## config.mk

```make
export PLATFORM = sky130hd
export DESIGN_NAME = cmd_mailbox_regs
export DESIGN_NICKNAME = d
export VERILOG_FILES = /design/src/rtl/mbx_pkg.sv /design/src/rtl/mbx_param_bank.sv /design/src/rtl/mbx_req_ctrl.sv /design/src/rtl/mbx_resp_bank.sv /design/src/rtl/cmd_mailbox_regs.sv
export SDC_FILE = /design/constraint.sdc
export NUM_CORES = 1
export LEC_CHECK = 0
export BUFFER_PORTS_ARGS = -buffer_cell sky130_fd_sc_hd__buf_2
export CAP_MARGIN = 20
export CORE_MARGIN = 4
export CORE_UTILIZATION = 58
export CTS_CLUSTER_DIAMETER = 60
export DETAILED_ROUTE_END_ITERATION = 7
export PLACE_DENSITY = 0.85
export SLEW_MARGIN = 40
export SYNTH_ARGS = -nofsm -noshare
export SYNTH_HDL_FRONTEND = slang
export SYNTH_HIERARCHICAL = 1
export SYNTH_SLANG_ARGS = --single-unit
```

## constraint.sdc

```tcl
create_clock -name clk -period 5.2 [get_ports clk]
set_input_delay 0.52 -clock clk [delete_from_list [all_inputs] [get_ports clk]]
set_output_delay 0.52 -clock clk [all_outputs]
set_load 0.01 [all_outputs]
```

## src/rtl/mbx_pkg.sv

```systemverilog
package mbx_pkg;
  localparam int DW      = 32;
  localparam int OVR_BIT = 8;

  typedef struct packed {
    logic [2:0]  if_type;
    logic [4:0]  inst_id;
    logic [7:0]  cmd_type;
    logic [15:0] opcode;
  } mbx_req_t;
endpackage

```

## src/rtl/mbx_param_bank.sv

```systemverilog
module mbx_param_bank #(
  parameter int NPARAM = 7,
  parameter int DW     = 32
) (
  input  logic                 clk,
  input  logic                 rst,
  input  logic [NPARAM-1:0]    wr_en,
  input  logic [DW-1:0]        wdata,
  output logic [NPARAM*DW-1:0] params
);
  for (genvar i = 0; i < NPARAM; i++) begin : g_arg
    logic [DW-1:0] arg_q;
    always_ff @(posedge clk) begin
      if (rst)           arg_q <= '0;
      else if (wr_en[i]) arg_q <= wdata;
    end
    assign params[i*DW +: DW] = arg_q;
  end
endmodule

```

## src/rtl/mbx_req_ctrl.sv

```systemverilog
module mbx_req_ctrl #(
  parameter int DW = 32
) (
  input  logic          clk,
  input  logic          rst,
  input  logic          wr_req,
  input  logic [DW-1:0] wdata,
  input  logic          mgr_done,
  output logic [DW-1:0] req_q,
  output logic          cmd_valid,
  output logic          overrun,
  output logic          done_acc
);
  logic busy;
  logic accept;

  assign busy     = |req_q;
  assign done_acc = mgr_done & busy;
  assign accept   = wr_req & ~busy & (|wdata);

  always_ff @(posedge clk) begin
    if (rst) begin
      req_q     <= '0;
      cmd_valid <= 1'b0;
      overrun   <= 1'b0;
    end else begin
      if (done_acc)    req_q <= '0;
      else if (accept) req_q <= wdata;
      cmd_valid <= accept;
      if (wr_req && busy) overrun <= 1'b1;
    end
  end


  launch_from_idle_chk: assert property (@(posedge clk) disable iff (rst)
    cmd_valid |-> ($past(req_q) == '0 && req_q != '0));

  single_pulse_chk: assert property (@(posedge clk) disable iff (rst)
    cmd_valid |=> !cmd_valid);

  overrun_sticky_chk: assert property (@(posedge clk) disable iff (rst)
    overrun |=> overrun);

  busy_hold_chk: assert property (@(posedge clk) disable iff (rst)
    (busy && !mgr_done) |=> $stable(req_q));
endmodule

```

## src/rtl/mbx_resp_bank.sv

```systemverilog
module mbx_resp_bank #(
  parameter int NDATA = 3,
  parameter int DW    = 32
) (
  input  logic                clk,
  input  logic                rst,
  input  logic                load,
  input  logic [DW-1:0]       status_in,
  input  logic [NDATA*DW-1:0] data_in,
  input  logic                clr_wr,
  input  logic                clr_val,
  output logic                rdy_q,
  output logic [6:0]          err_q,
  output logic [15:0]         short_q,
  output logic [NDATA*DW-1:0] data_q
);
  always_ff @(posedge clk) begin
    if (rst) begin
      rdy_q   <= 1'b0;
      err_q   <= '0;
      short_q <= '0;
    end else if (load) begin
      rdy_q   <= 1'b1;
      err_q   <= status_in[7:1];
      short_q <= status_in[31:16];
    end else if (clr_wr && !clr_val) begin
      rdy_q   <= 1'b0;
    end
  end

  for (genvar k = 0; k < NDATA; k++) begin : g_res
    logic [DW-1:0] res_q;
    always_ff @(posedge clk) begin
      if (rst)       res_q <= '0;
      else if (load) res_q <= data_in[k*DW +: DW];
    end
    assign data_q[k*DW +: DW] = res_q;
  end


  load_sets_ready_chk: assert property (@(posedge clk) disable iff (rst)
    load |=> rdy_q);

  ready_source_chk: assert property (@(posedge clk) disable iff (rst)
    $rose(rdy_q) |-> $past(load));

  result_hold_chk: assert property (@(posedge clk) disable iff (rst)
    !load |=> ($stable(data_q) && $stable(short_q) && $stable(err_q)));
endmodule

```

## src/rtl/cmd_mailbox_regs.sv

```systemverilog
module cmd_mailbox_regs
  import mbx_pkg::*;
#(
  parameter int AW       = 12,
  parameter int NPARAM   = 7,
  parameter int NDATA    = 3,
  parameter int REQ_OFS  = 'h43C,
  parameter int PAR0_OFS = 'h438,
  parameter int DAT0_OFS = 'h458,
  parameter int STAT_OFS = 'h45C
) (
  input  logic                    clk,
  input  logic                    rst,
  input  logic                    bus_wr,
  input  logic                    bus_rd,
  input  logic [AW-1:0]           bus_addr,
  input  logic [DW-1:0]           bus_wdata,
  output logic [DW-1:0]           bus_rdata,
  output logic                    mgr_cmd_valid,
  output logic [2:0]              mgr_if_type,
  output logic [4:0]              mgr_inst_id,
  output logic [7:0]              mgr_cmd_type,
  output logic [15:0]             mgr_opcode,
  output logic [NPARAM*DW-1:0]    mgr_params,
  input  logic                    mgr_done,
  input  logic [DW-1:0]           mgr_status,
  input  logic [NDATA*DW-1:0]     mgr_data
);
  localparam int WA = AW - 2;
  localparam logic [AW-1:0] REQ_A  = AW'(REQ_OFS);
  localparam logic [AW-1:0] STAT_A = AW'(STAT_OFS);

  logic [WA-1:0]       word;
  logic                hit_req, hit_stat;
  logic [NPARAM-1:0]   hit_par;
  logic [NDATA-1:0]    hit_dat;
  logic [NPARAM-1:0]   par_wr;
  logic [DW-1:0]       req_q;
  logic                overrun, done_acc;
  logic                rdy_q;
  logic [6:0]          err_q;
  logic [15:0]         short_q;
  logic [NDATA*DW-1:0] data_q;
  logic [DW-1:0]       stat_word;
  logic [DW-1:0]       rd_mux;
  mbx_req_t            req_f;

  assign word     = bus_addr[AW-1:2];
  assign hit_req  = (word == REQ_A[AW-1:2]);
  assign hit_stat = (word == STAT_A[AW-1:2]);

  for (genvar i = 0; i < NPARAM; i++) begin : g_par_dec
    localparam logic [AW-1:0] PA = AW'(PAR0_OFS - 4 * i);
    assign hit_par[i] = (word == PA[AW-1:2]);
    assign par_wr[i]  = bus_wr & hit_par[i];
  end

  for (genvar k = 0; k < NDATA; k++) begin : g_dat_dec
    localparam logic [AW-1:0] DA = AW'(DAT0_OFS - 4 * k);
    assign hit_dat[k] = (word == DA[AW-1:2]);
  end

  mbx_param_bank #(.NPARAM(NPARAM), .DW(DW)) u_args (
    .clk    (clk),
    .rst    (rst),
    .wr_en  (par_wr),
    .wdata  (bus_wdata),
    .params (mgr_params)
  );

  mbx_req_ctrl #(.DW(DW)) u_req (
    .clk       (clk),
    .rst       (rst),
    .wr_req    (bus_wr & hit_req),
    .wdata     (bus_wdata),
    .mgr_done  (mgr_done),
    .req_q     (req_q),
    .cmd_valid (mgr_cmd_valid),
    .overrun   (overrun),
    .done_acc  (done_acc)
  );

  mbx_resp_bank #(.NDATA(NDATA), .DW(DW)) u_resp (
    .clk       (clk),
    .rst       (rst),
    .load      (done_acc),
    .status_in (mgr_status),
    .data_in   (mgr_data),
    .clr_wr    (bus_wr & hit_stat),
    .clr_val   (bus_wdata[0]),
    .rdy_q     (rdy_q),
    .err_q     (err_q),
    .short_q   (short_q),
    .data_q    (data_q)
  );

  assign req_f        = mbx_req_t'(req_q);
  assign mgr_if_type  = req_f.if_type;
  assign mgr_inst_id  = req_f.inst_id;
  assign mgr_cmd_type = req_f.cmd_type;
  assign mgr_opcode   = req_f.opcode;

  always_comb begin
    stat_word          = '0;
    stat_word[31:16]   = short_q;
    stat_word[OVR_BIT] = overrun;
    stat_word[7:1]     = err_q;
    stat_word[0]       = rdy_q;
  end

  always_comb begin
    rd_mux = '0;
    if (hit_req)  rd_mux = req_q;
    if (hit_stat) rd_mux = stat_word;
    for (int i = 0; i < NPARAM; i++)
      if (hit_par[i]) rd_mux = mgr_params[i*DW +: DW];
    for (int k = 0; k < NDATA; k++)
      if (hit_dat[k]) rd_mux = data_q[k*DW +: DW];
  end

  always_ff @(posedge clk) begin
    if (rst)         bus_rdata <= '0;
    else if (bus_rd) bus_rdata <= rd_mux;
    else             bus_rdata <= '0;
  end


  idle_read_zero_chk: assert property (@(posedge clk) disable iff (rst)
    !bus_rd |=> bus_rdata == '0);

  done_beats_clear_chk: assert property (@(posedge clk) disable iff (rst)
    (done_acc && bus_wr && hit_stat) |=> rdy_q);

  done_empties_req_chk: assert property (@(posedge clk) disable iff (rst)
    done_acc |=> (req_q == '0 && !mgr_cmd_valid));
endmodule

```

==> metrics.yaml, run 1 <==
die-area_um2: 36700
final_common_cell: "buf_2"
crit_path_top_delay_cell: "and3_2"
tightest_slew_ns: 1.03
initial_core_util: 0.595
drt_first_pass_iters: 8
synth_edf_count: 0
multi_input_comb_area_um2: 9710
slew_headroom: 0.305
power_w: 0.00675
ir_drop_uv: 258
cts_resized: 0
max_freq_mhz: 316
finClkSkew_ns: 0.0303
endpoint_kind: "register"
path_delay_family: "simple AND/OR/NAND/NOR gates"
numCtsBuffers: 43
drtIter0Drc: 2969
die_height_um: 192
power_density_nw_per_um2: 296
hp-start: "mgr_data[30]"
final_max_slew_viol_count: 0
routed_wl_um: 80700
synth_cell_types: 79
grt-ovfl-total: 0
worst_hold_slack_ns: 0.184
io_pins: 466
cap_violations: 0
layout-drive-gt1-share: 0.260
die_x_um: 192
post_cts_buffers: 0
fin_nets: 2565
synth_warnings: 6
post_layout_nonfiller_instances: 2866
post-route-drc-count: 2
regArea_um2: 8210
wire_per_inst_um: 28.2
gp_congestion: 0.998
insertion_delay_ns: 0.58
worstPathArrival_ns: 3.60
final.period_utilization: 0.608
slowest_delay_ns: 0.79
grt_max_degree: 135
antenna_left: 0
cts_max_path_buffers: 3
fillers: 2590
hold_violations: 0
grt_first_pass_wirelength_um: 116000
seq_area_frac_synth: 0.420
vias: 18630
setup_viol: 0
hold_path.class: "in2reg"
synth_cells: 2016
violations: "DRC"
clock_sinks: 410
cts_tree: "yes"
synth_fp_nets: 2193
final_cell_mix: "451 x buf_2, 410 x dfxtp_1, 375 x mux2i_1"
worstPathMaxFanout: 28
rsz0062_at_grt: "false"
synth_seq_cells: 410
crit_path_cell_trace: "buf_2 -> nand4bb_1 -> nor3_4 -> and3_2 -> buf_4 -> mux2i_1 -> nor2_1"
h-tree-depth: 2
antenna_found_initial: 4
dp_hpwl_um: 56400
synth-main-ff-cell: "dfxtp_1"
first_global_vias: 17885
cts_hold_buf: 0
start_kind: "primary input"
clk_pin_slew_ns: 0.07
p_leak_nw: 8.88
fp-row-count: 66
grt_use_total: 0.419
fin_tns_setup_ns: 0
cts-root-buf: "clkbuf_16"
outcome: "complete, but fails checks"
core-area_um2: 32900
numPortBuffers: 454
reg2reg_from: "u_req/req_q[2]"
fin_crit_ns: 3.16
worst-path-buf-inv: 2
avgSynthCellArea_um2: 9.70
syn_area_um2: 19600
via_per_inst: 6.50
worstSetupPathType: "in2reg"
required_ns: 5.64
post-route-util: 0.695
area_growth_pct: 16.8
place_inst: 2785
startpoint: "bus_addr[6]"
synth-async-reset-ratio: 0
-- stage by stage --
step	setup slack (ns)	instance area, um2
global route	1.97	22800
CTS	2.16	22800
global placement	1.66	21300
floorplan	2.65	19600
detailed placement	1.57	21400
finish	2.04	22800
-- cells by family after synthesis --
| family | after synthesis | synth area share |
|---|---|---|
| AOI/OAI and AO/OA | 373 | 0.138 |
| buffers and inverters | 219 | 0.0863 |
| DFF | 410 | 0.420 |
| muxes | 395 | 0.209 |
| and+or+nand+nor | 619 | 0.148 |
-- per-layer routing --
layer  wire, um  up-vias  track usage
li1           -     7976            -
met1      30200     8848        0.549
met2      35100     1537        0.639
met3      10800      269        0.116
met4       4620        0        0.208
met5          0        -            0
-- worst paths after layout --
check,slack [ns],to,cells after the start
max,2.04,u_args/g_arg[5].arg_q[28],7
min,0.18,u_resp/g_res[0].res_q[30],3
min reg2reg,0.49,u_resp/g_res[1].res_q[12],2
max reg2reg,2.25,u_resp/g_res[2].res_q[9],7
-- area by class of cell --
class / count / area share
Clock inverter: 16 / 0.00854
Timing Repair Buffer: 501 / 0.120
Antenna cell: 5 / 0.000548
Tap cell: 442 / 0.0242
Multi-Input combinational cell: 1387 / 0.425
Clock buffer: 60 / 0.0547
Sequential cell: 410 / 0.359
Inverter: 45 / 0.00739
-- sequential cells by signal, summed over array words and instances (netlist names) --
signal and cells:
u_req/overrun 1, u_resp/short_q 16, u_resp/err_q 7, u_resp/rdy_q 1, u_resp/g_res.res_q 96, u_req/cmd_valid 1, u_req/req_q 32, bus_rdata 32
u_args/g_arg.arg_q 224
-- worst reg2reg max path: cells and delay by family, from the launching register on --
kind	cells	cell delay, ns
simple gates	3	1.39
buf+inv	2	0.53
mux	1	0.45
flops	1	0.38
compound gates	1	0.08
-- Yosys cell counts, types with 9 or more instances --
cell	instances	area, um2
o2bb2ai_1	10	87.6
nor3_1	16	80.1
o2111ai_1	34	298
inv_1	43	161
nand2_1	60	225
and3_1	15	93.8
buf_12	30	601
nand2b_1	15	93.8
o221a_2	10	113
mux2i_1	375	3750
a31oi_1	12	75.1
o22ai_1	31	194
nor4_1	18	113
dfxtp_1	410	8210
a22oi_1	15	113
clkbuf_1	54	203
buf_2	37	185
nand3_1	19	95.1
buf_4	11	82.6
a221oi_1	12	105
buf_6	37	417
and2_1	38	238
nor2b_1	12	75.1
a211oi_1	47	353
mux4_2	9	203
nand4_1	11	68.8
o21ai_0	70	350
a22o_1	13	114
mux2_2	11	124
nor2_1	372	1400
a21oi_1	45	225
-- where the power goes --
part | internal [W] | switching (W)
combinational | 0.000120 | 0.000302
clock | 0.00187 | 0.00131
sequential | 0.00314 | 0.00000302
(Power assumes the default switching activity.)
==> run 2: changes to the inputs <==
- CORE_UTILIZATION: 58 -> 54
- PLACE_DENSITY: 0.85 -> 0.8
- clock period: 5.2 -> 3 ns (I/O delays scaled with it)
==> run 2 against run 1 <==
Effect of this change:
- the run now ends clean
- die area increased by 7.1%
- global-route usage shrank 2.0 points
- highest routed layer is now met5
- critical path depth decreased by 2
- total power is 87% higher
- sequential share of layout area down 2.4 points
- first-iteration DRC count down 15%
- sequential power grew 73%
- wire length rose by 3.4%
- worst hold slack worse by 0.15 ns
==> metrics.yaml, run 2 (synthesis gave the netlist of run 1 again) <==
ff2ff_setup_slack_ns: 0.69  # -1.56 ns
worst_hold_slack_ns: 0.0329  # -0.151 ns
core-area_um2: 35700  # +8.5%
power_density_nw_per_um2: 517  # +75%
path_delay_family: "simple AND/OR/NAND/NOR gates"
via_per_inst: 6.37  # -2.1%
max_freq_mhz: 432
first_global_vias: 18464  # +3.2%
p_int_w: 0.00974  # +89%
numPortBuffers: 454  # unchanged
die-area_um2: 39300  # +7.1%
grt_first_pass_wirelength_um: 119000  # +2.5%
final_cell_mix: "451 x buf_2, 410 x dfxtp_1, 375 x mux2i_1"
drt_first_pass_iters: 6  # -2
p_leak_nw: 9.64  # +8.5%
p_seq_frac: 0.431  # -0.035
rsz0062_at_grt: "false"
die_height_um: 198  # +3.5%
layout-drive-gt1-share: 0.261  # +0.000760
vias: 19341  # +3.8%
finClkSkew_ns: 0.0216  # -0.00874 ns
start_kind: "register"
initial_core_util: 0.549  # -0.0466
clock_sinks: 410  # unchanged
cts_resized: 0  # unchanged
worstPathArrival_ns: 2.78  # -0.82 ns
worst-path-buf-inv: 1  # -1
reg_top3: "u_args/g_arg.arg_q x224, u_resp/g_res.res_q x96"
ir_drop_uv: 471  # +83%
tightest_slew_ns: 0.934  # -0.0995 ns
slew_headroom: 0.377  # +0.0727
fillers: 2716  # +4.9%
grt_use_total: 0.399  # -0.0204
endpoint_kind: "register"
final.period_utilization: 0.771
setup_viol: 0  # unchanged
hold_violations: 0  # unchanged
place_inst: 2842  # +2.0%
drtIter0Drc: 2513  # -15%
post_cts_buffers: 0  # unchanged
fin_tns_setup_ns: 0  # unchanged
fin_nets: 2714  # +5.8%
final_max_slew_viol_count: 0  # unchanged
clk_pin_slew_ns: 0.06  # about the same
required_ns: 3.47  # -2.17 ns
power_switching_w: 0.00292  # +81%
antenna_found_initial: 6  # +2
worstPathMaxFanout: 34  # +21%
cap_violations: 0  # unchanged
numCtsBuffers: 46  # +7.0%
post-route-util: 0.687  # -0.00825
cts-root-buf: "clkbuf_16"
area_growth_pct: 25.2
insertion_delay_ns: 0.59  # about the same
fp-row-count: 69  # +4.5%
cts_max_path_buffers: 3  # unchanged
fin_crit_ns: 2.31
routed_wl_um: 83400  # +3.4%
h-tree-depth: 2  # unchanged
post_layout_nonfiller_instances: 3038  # +6.0%
hold_path.class: "in2reg"
final_common_cell: "buf_2"
grt_max_degree: 171  # +27%
top_register: "u_args/g_arg.arg_q"
pwr-share-comb: 0.068  # +0.006
multi_input_comb_area_um2: 9710  # about the same
grt-ovfl-total: 0  # unchanged
post-route-drc-count: 0  # -2
power_w: 0.0127  # +87%
antenna_left: 0  # unchanged
outcome: "completed"
p_clk_frac: 0.501  # +0.029
slowest_delay_ns: 0.54  # -0.25 ns
gp_congestion: 0.993  # -0.55%
wire_per_inst_um: 27.5  # -2.5%
regArea_um2: 8210  # unchanged
die_x_um: 198  # +3.5%
io_pins: 466  # unchanged
worstSetupPathType: "reg2reg"
dp_hpwl_um: 57200  # +1.3%
largest_reg_flops: 224  # unchanged
crit_path_top_delay_cell: "nor4_1"
cts_tree: "yes"
crit_path_cell_trace: "nor4_1 -> and4_1 -> buf_4 -> o2111ai_1 -> a211oi_1"
swShare: 0.231  # -0.00864
## run 2: changes by cell type in the layout (fill, tap and decap cells not counted), moves of 2 or more
cell / delta
buf_12: +6
buf_16: -3
buf_4: +36
bufinv_16: +6
clkbuf_1: +2
clkbuf_16: +4
clkinvlp_4: -2
dlygate4sd3_1: +108
## run 2: layout make-up
type / instances / area share
Timing Repair Buffer: 647 / 0.168
Clock buffer: 65 / 0.0549
Sequential cell: 410 / 0.335
Antenna cell: 4 / 0.000409
Clock inverter: 19 / 0.0144
Tap cell: 461 / 0.0236
Inverter: 45 / 0.00690
Multi-Input combinational cell: 1387 / 0.396
## run 2: what timing repair did
item,in CTS,in global routing
setup endpoints to repair,0,0
hold buffers,108,0
hold endpoints to repair,108,0
## run 2: power by group through the flow
stage | Sequential (W) | Clock (W) | Combinational (W)
2_1_floorplan | 0.00558 | 0 | 0.000353
4_1_cts | 0.00546 | 0.00635 | 0.000820
3_5_place_dp | 0.00558 | 0 | 0.000708
5_1_grt | 0.00546 | 0.00656 | 0.000882
6_report | 0.00546 | 0.00634 | 0.000860
3_3_place_gp | 0.00558 | 0 | 0.000699
## run 2: worst paths after layout
check / from / end / cells after the start
worst min-delay path: mgr_status[24] / u_resp/short_q[8] / 3
worst max register to register: u_req/req_q[31] / u_req/req_q[3] / 5
worst max-delay path: u_req/req_q[31] / u_req/req_q[3] / 5
worst min register to register: u_resp/rdy_q / u_resp/rdy_q / 2
## run 2: metal layers
layer | vias up | share of wire | track usage
li1 | 8303 | - | -
met1 | 9335 | 0.38 | 0.519
met2 | 1424 | 0.44 | 0.611
met3 | 275 | 0.12 | 0.113
met4 | 4 | 0.057 | 0.195
met5 | - | 0.00041 | 0
## run 2: metrics by stage
step	area [um2]	setup WS, ns
after floorplan	19600	0.673
after global placement	21700	0.305
after detailed placement	21700	0.340
after CTS	24500	0.755
after global routing	24500	0.617
final	24500	0.687
## run 2: worst min-delay path, delay by kind of cell
kind / cells / cell delay (ns)
buffers and inverters: 1 / 0.12
muxes: 1 / 0.07
and+or+nand+nor: 1 / 0.08
